### config.mk
export PLATFORM = sky130hd
export DESIGN_NAME = pgctl_flush_unit
export DESIGN_NICKNAME = d
export VERILOG_FILES = /design/src/rtl/pgctl_pkg.sv /design/src/rtl/pgctl_watch_reg.sv /design/src/rtl/pgctl_gate.sv /design/src/rtl/pgctl_flush_unit.sv
export SDC_FILE = /design/constraint.sdc
export NUM_CORES = 1
export LEC_CHECK = 0
export BUFFER_PORTS_ARGS = -buffer_cell sky130_fd_sc_hd__buf_2
export CORE_UTILIZATION = 27
export CTS_BUF_LIST = sky130_fd_sc_hd__clkbuf_16
export DETAILED_ROUTE_END_ITERATION = 16
export SLEW_MARGIN = 40
export SYNTH_ARGS = -nofsm -noshare
export SYNTH_HDL_FRONTEND = slang
export SYNTH_SLANG_ARGS = --single-unit
### constraint.sdc
create_clock -name clk -period 0.8 [get_ports clk]
set_input_delay 0.04 -clock clk [delete_from_list [all_inputs] [get_ports clk]]
set_output_delay 0.04 -clock clk [all_outputs]
set_load 0.01 [all_outputs]
### src/rtl/pgctl_pkg.sv
package pgctl_pkg;
   localparam int FPU_FLAG_W = 3;

   typedef struct packed {
      logic                  prot;
      logic                  segadd;
      logic [FPU_FLAG_W-1:0] fpu;
   } pgctl_hidden_t;
endpackage

### src/rtl/pgctl_watch_reg.sv
module pgctl_watch_reg #(
   parameter int              DATA_W       = 32,
   parameter logic [DATA_W-1:0] RESET_VAL  = '0,
   parameter logic [DATA_W-1:0] WATCH_MASK = '0,
   parameter bit              QUALIFY_ONLY = 1'b0
) (
   input  logic              clk,
   input  logic              rst_n,
   input  logic              we_i,
   input  logic              qual_i,
   input  logic [DATA_W-1:0] data_i,
   output logic [DATA_W-1:0] q_o,
   output logic              hit_o
);
   logic [DATA_W-1:0] q_r;
   logic              hit_r;
   logic              hit_nxt;

   generate
      if (QUALIFY_ONLY) begin : g_qual
         assign hit_nxt = we_i && qual_i;
      end else begin : g_diff
         assign hit_nxt = we_i && qual_i && (|((data_i ^ q_r) & WATCH_MASK));
      end
   endgenerate

   always_ff @(posedge clk) begin
      if (!rst_n) begin
         q_r   <= RESET_VAL;
         hit_r <= 1'b0;
      end else begin
         hit_r <= hit_nxt;
         if (we_i) q_r <= data_i;
      end
   end

   assign q_o   = q_r;
   assign hit_o = hit_r;
endmodule

### src/rtl/pgctl_gate.sv
module pgctl_gate #(
   parameter int DATA_W   = 32,
   parameter int GATE_BIT = 20
) (
   input  logic              clk,
   input  logic              rst_n,
   input  logic              gate_i,
   output logic [DATA_W-1:0] mask_o,
   output logic              toggle_o
);
   localparam logic [DATA_W-1:0] GATE_ONE = {{(DATA_W-1){1'b0}}, 1'b1} << GATE_BIT;

   logic [DATA_W-1:0] mask_r;
   logic              toggle_r;
   logic              differs;

   assign differs = (gate_i != mask_r[GATE_BIT]);

   always_ff @(posedge clk) begin
      if (!rst_n) begin
         mask_r   <= '1;
         toggle_r <= 1'b0;
      end else begin
         toggle_r <= differs;
         if (differs) mask_r <= ~GATE_ONE | (gate_i ? GATE_ONE : '0);
      end
   end

   assign mask_o   = mask_r;
   assign toggle_o = toggle_r;
endmodule

### src/rtl/pgctl_flush_unit.sv
module pgctl_flush_unit #(
   parameter int                DATA_W     = 32,
   parameter logic [DATA_W-1:0] MODE_RESET = 32'h6000_0010,
   parameter int                PE_BIT     = 0,
   parameter int                FPU_LSB    = 1,
   parameter int                WP_BIT     = 16,
   parameter int                PG_BIT     = 31,
   parameter int                PSE_BIT    = 4,
   parameter int                PAE_BIT    = 5,
   parameter int                PGE_BIT    = 7,
   parameter int                GATE_BIT   = 20
) (
   input  logic              clk,
   input  logic              rst_n,
   input  logic              wr_mode_i,
   input  logic              wr_root_i,
   input  logic              wr_ext_i,
   input  logic [DATA_W-1:0] wr_data_i,
   input  logic              gate_i,
   output logic [DATA_W-1:0] mode_o,
   output logic [DATA_W-1:0] root_o,
   output logic [DATA_W-1:0] ext_o,
   output logic [DATA_W-1:0] addr_mask_o,
   output logic              flush_all_o,
   output logic              flush_local_o,
   output logic              exit_req_o,
   output logic              hid_prot_o,
   output logic              hid_segadd_o,
   output logic [2:0]        hid_fpu_o
);
   import pgctl_pkg::*;

   localparam logic [DATA_W-1:0] ONE        = {{(DATA_W-1){1'b0}}, 1'b1};
   localparam logic [DATA_W-1:0] MODE_WATCH = (ONE << PG_BIT) | (ONE << WP_BIT) | (ONE << PE_BIT);
   localparam logic [DATA_W-1:0] EXT_WATCH  = (ONE << PGE_BIT) | (ONE << PAE_BIT) | (ONE << PSE_BIT);

   generate
      if (PG_BIT >= DATA_W || WP_BIT >= DATA_W || PE_BIT >= DATA_W) begin : g_bad_mode
         $error("mode bit position outside data width");
      end
      if (GATE_BIT >= DATA_W) begin : g_bad_gate
         $error("gate bit outside data width");
      end
      if (FPU_LSB + FPU_FLAG_W > DATA_W) begin : g_bad_fpu
         $error("fpu copy field outside data width");
      end
      if (PGE_BIT >= DATA_W || PAE_BIT >= DATA_W || PSE_BIT >= DATA_W) begin : g_bad_ext
         $error("extension bit position outside data width");
      end
   endgenerate

   logic mode_hit, ext_hit, root_hit, gate_toggle;

   pgctl_watch_reg #(
      .DATA_W(DATA_W), .RESET_VAL(MODE_RESET), .WATCH_MASK(MODE_WATCH), .QUALIFY_ONLY(1'b0)
   ) u_mode (
      .clk(clk), .rst_n(rst_n), .we_i(wr_mode_i), .qual_i(1'b1),
      .data_i(wr_data_i), .q_o(mode_o), .hit_o(mode_hit)
   );

   pgctl_watch_reg #(
      .DATA_W(DATA_W), .RESET_VAL('0), .WATCH_MASK('0), .QUALIFY_ONLY(1'b1)
   ) u_root (
      .clk(clk), .rst_n(rst_n), .we_i(wr_root_i), .qual_i(mode_o[PG_BIT]),
      .data_i(wr_data_i), .q_o(root_o), .hit_o(root_hit)
   );

   pgctl_watch_reg #(
      .DATA_W(DATA_W), .RESET_VAL('0), .WATCH_MASK(EXT_WATCH), .QUALIFY_ONLY(1'b0)
   ) u_ext (
      .clk(clk), .rst_n(rst_n), .we_i(wr_ext_i), .qual_i(1'b1),
      .data_i(wr_data_i), .q_o(ext_o), .hit_o(ext_hit)
   );

   pgctl_gate #(.DATA_W(DATA_W), .GATE_BIT(GATE_BIT)) u_gate (
      .clk(clk), .rst_n(rst_n), .gate_i(gate_i),
      .mask_o(addr_mask_o), .toggle_o(gate_toggle)
   );

   // hidden flags: own flops, loaded from the write data on every mode write
   pgctl_hidden_t hid_q;
   pgctl_hidden_t hid_reset;
   pgctl_hidden_t hid_nxt;

   always_comb begin
      hid_reset.prot   = MODE_RESET[PE_BIT];
      hid_reset.segadd = ~MODE_RESET[PE_BIT];
      hid_nxt.prot     = wr_data_i[PE_BIT];
      hid_nxt.segadd   = ~wr_data_i[PE_BIT];
   end

   generate
      for (genvar i = 0; i < FPU_FLAG_W; i++) begin : g_fpu
         assign hid_reset.fpu[i] = MODE_RESET[FPU_LSB + i];
         assign hid_nxt.fpu[i]   = wr_data_i[FPU_LSB + i];
      end
   endgenerate

   always_ff @(posedge clk) begin
      if (!rst_n)         hid_q <= hid_reset;
      else if (wr_mode_i) hid_q <= hid_nxt;
   end

   assign hid_prot_o    = hid_q.prot;
   assign hid_segadd_o  = hid_q.segadd;
   assign hid_fpu_o     = hid_q.fpu;

   assign flush_all_o   = mode_hit | ext_hit | gate_toggle;
   assign flush_local_o = root_hit;
   assign exit_req_o    = gate_toggle;
endmodule

==> metrics.md <==
| Metric | Value |
|---|---|
| Power per cell area | 1790 nW/um2 |
| Max Cap Violations | 0 |
| F_max | 839 MHz |
| Clk pwr share | 0.327 |
| Req. time, crit path | 0.76 ns |
| Syn avg cell area | 11.2 um2 |
| Sequential power share | 0.490 |
| Worst skew pair latency | 0.34 ns |
| PnR Total Power | 11.6 mW |
| CP Capture Type | output port |
| Routed length per placed instance | 13.7 um |
| Fin. max-slew vios | 0 |
| Multiplexer area fraction after synthesis | 0.228 |
| Placed inst area | 4970 um2 |
| Dpl hpwl | 6.55 mm |
| Reg-to-reg endpoint | u_mode.q_o[0] |
| Xor/xnor cell area share of the yosys netlist | 0.0147 |
| Vias | 3073 |
| Pint | 8.72 mW |
| Gate power share | 0.184 |
| Pre-CTS setup slack | -0.0665 ns |
| H-tree levels | 3 |
| Synth Area in Simple Gates | 0.153 |
| Worst Hold Launch | wr_data_i[1] |
| Clk_skew | 0.00530 ns |
| DRC Markers | 0 |
| Antenna Nets Post-Route | 0 |
| Critical path startpoint category | register |
| Lkg Pwr | 2.98 nW |
| Final Hold Vio Count | 0 |
| Area Overhead vs Synth | 54.6% |
| RSZ-0062 raised after global routing | yes |
| Hold path endpoint | hid_fpu_o[0] |
| Grt total ovfl | 0 |
| CTS root buf | clkbuf_16 |
| Worst Slack Setup Final | -0.391 ns |
| Yosys cell types | 20 |
| Worst vdd ir | 0.876 mV |
| #FFs+latches synth | 102 |
| Max FO, Critical Path | 1 |
| Ports | 174 |
| Routed wire length | 10.1 mm |
| CP Class | reg2out |
| Most frequent cells in the layout | buf_6, dfxtp_2, mux2i_1 |
| Hold_ws | 0.0224 ns |
| Initial antenna violation count | 0 |
| Die Y-Extent | 126 um |
| Switch share | 0.247 |
| Placement row count | 45 |
| Core ar. | 15100 um2 |
| Placed cells | 684 |
| Adder-cell share of the synthesized area | 0 |
| CTS tree | done |
| Min Clock Period, post-route | 1.19 ns |
| Buffers added on ports | 142 |
| Number of global-route vias before repair | 3134 |
| First-pass GRT wire length | 16.2 mm |
| Reg clk slew, reported paths | 0.06 ns |
| Clk buf depth | 2 |
| Status | complete, but fails checks |
| DRT iter0 DRCs | 54 |
| # setup viols final | 107 |
| CTS sink cnt | 102 |
| Die Wd | 126 um |
| Via-to-Cell Ratio | 4.15 |
| Failing checks | setup timing |
| Combinational family with the most area after synthesis | multiplexers |
| Period utilization | 1.49 |
| CTS buffer count | 9 |
| Hold Crit Class | in2reg |
| Commonest non-fill, non-tap cell in the layout | buf_6 |
| Worst r2r path cells | 3 |
| R2r setup slk | -0.03 ns |
| Synthesized area | 4180 um2 |
| Starting Density | 0.276 |
| Nets | 587 |
| Synthesized instance count | 372 |
| Layout cells sized above 1 | 0.516 |
| Register area share after synthesis | 0.489 |
| Post-synthesis compound-gate area fraction | 0.00599 |
| Worst r2r src | u_mode.q_o[0] |
| Die Footprint | 16000 um2 |
| Final instance area | 6460 um2 |
| WHS Path Cells | 3 |
| Warnings, synthesis | 0 |
| Gr usage total | 0.131 |
| Ant diodes | 0 |
| Largest net degree at the start of global routing | 67 |
| Non-filler cells, final | 740 |
| Routability cong. | 0.711 |
| DR pass1 iterations | 4 |
| Net Sw Power | 2.86 mW |
| Worst Path Arrival | 1.15 ns |
## kinds of logic (layout without fill, tap and decap cells)
kind of cell | Yosys count | count (layout)
xor+xnor | 7 | 7
mux | 95 | 95
flops | 102 | 102
other cells | 1 | 31
simple gates | 104 | 104
compound gates | 4 | 4
buf+inv | 59 | 209
## power by group through the flow
stage	clock network [mW]	registers, mW	logic (mW)
after floorplan	0	5.78	0.936
after global placement	0	5.64	1.56
after detailed placement	0	5.65	1.59
after CTS	3.98	5.67	2.11
after global routing	4.20	5.71	2.29
final	3.78	5.67	2.13
## worst max-delay path by stage
stage                    start  slack [ns]      endpoint
3_5_place_dp    u_mode.q_o[31]       -0.07  u_mode.hit_o
4_1_cts           u_mode.hit_o       -0.41   flush_all_o
5_1_grt           u_mode.hit_o       -0.43   flush_all_o
2_1_floorplan  u_gate.toggle_o        0.03   flush_all_o
6_report          u_mode.hit_o       -0.39   flush_all_o
3_3_place_gp    u_mode.q_o[31]       -0.05  u_mode.hit_o
## area by class of cell
type	count	area [um2]
Multi-Input combinational cell	241	1850
Fill cell	1358	8690
Sequential cell	102	2170
Tap cell	188	235
Clock buffer	9	225
Clock inverter	5	22.5
Timing Repair Buffer	195	1950
## metal layers
metal	part of all wire	track usage	vias up
met4	0.017	0.0532	0
met2	0.50	0.229	98
met1	0.43	0.148	1463
met3	0.052	0.0413	14
li1	-	-	1498
met5	0	0	-
## flip-flops by register name, indices dropped and copies added (netlist names)
signal           cells
u_ext.q_o           32
hid_fpu_o            2
u_ext.hit_o          1
u_gate.mask_o        1
u_root.hit_o         1
hid_segadd_o         1
u_root.q_o          32
u_gate.toggle_o      1
u_mode.q_o          30
u_mode.hit_o         1
## worst max-delay path: stages, from the launching register on
cell     delay, ns
dfxtp_1       0.29
or3_1         0.37
buf_2         0.15
## per-stage QoR
step	TNS [ns]	utilization
4_1_cts	-5.35	0.424
5_1_grt	-6.81	0.426
3_5_place_dp	-0.748	0.328
6_report	-2.77	0.426
3_3_place_gp	-0.0785	0.328
2_1_floorplan	0	-
## Yosys cell counts
library cell	instances	area share
nor2_1	1	0.00090
or3_1	1	0.0015
nand2b_1	1	0.0015
o21ai_1	1	0.0012
clkbuf_1	9	0.0081
dfxtp_1	102	0.49
and2_1	1	0.0015
buf_8	3	0.011
a31oi_1	2	0.0030
xnor2_1	6	0.013
xor2_1	1	0.0021
nand2_1	5	0.0045
mux2i_1	95	0.23
and2_4	1	0.0021
buf_4	40	0.072
conb_1	1	0.00090
nor2b_1	93	0.14
o21a_1	1	0.0018
and3_1	1	0.0015
buf_6	7	0.019
## repair_timing
item                       4_1_cts  5_1_grt
hold buffers                    28        0
pin swaps                        3        5
setup endpoints to repair      106      109
setup buffers                   12        2
hold endpoints to repair        71        0
resized for setup              212        7
Note: power is estimated with default switching activity, not from simulation.
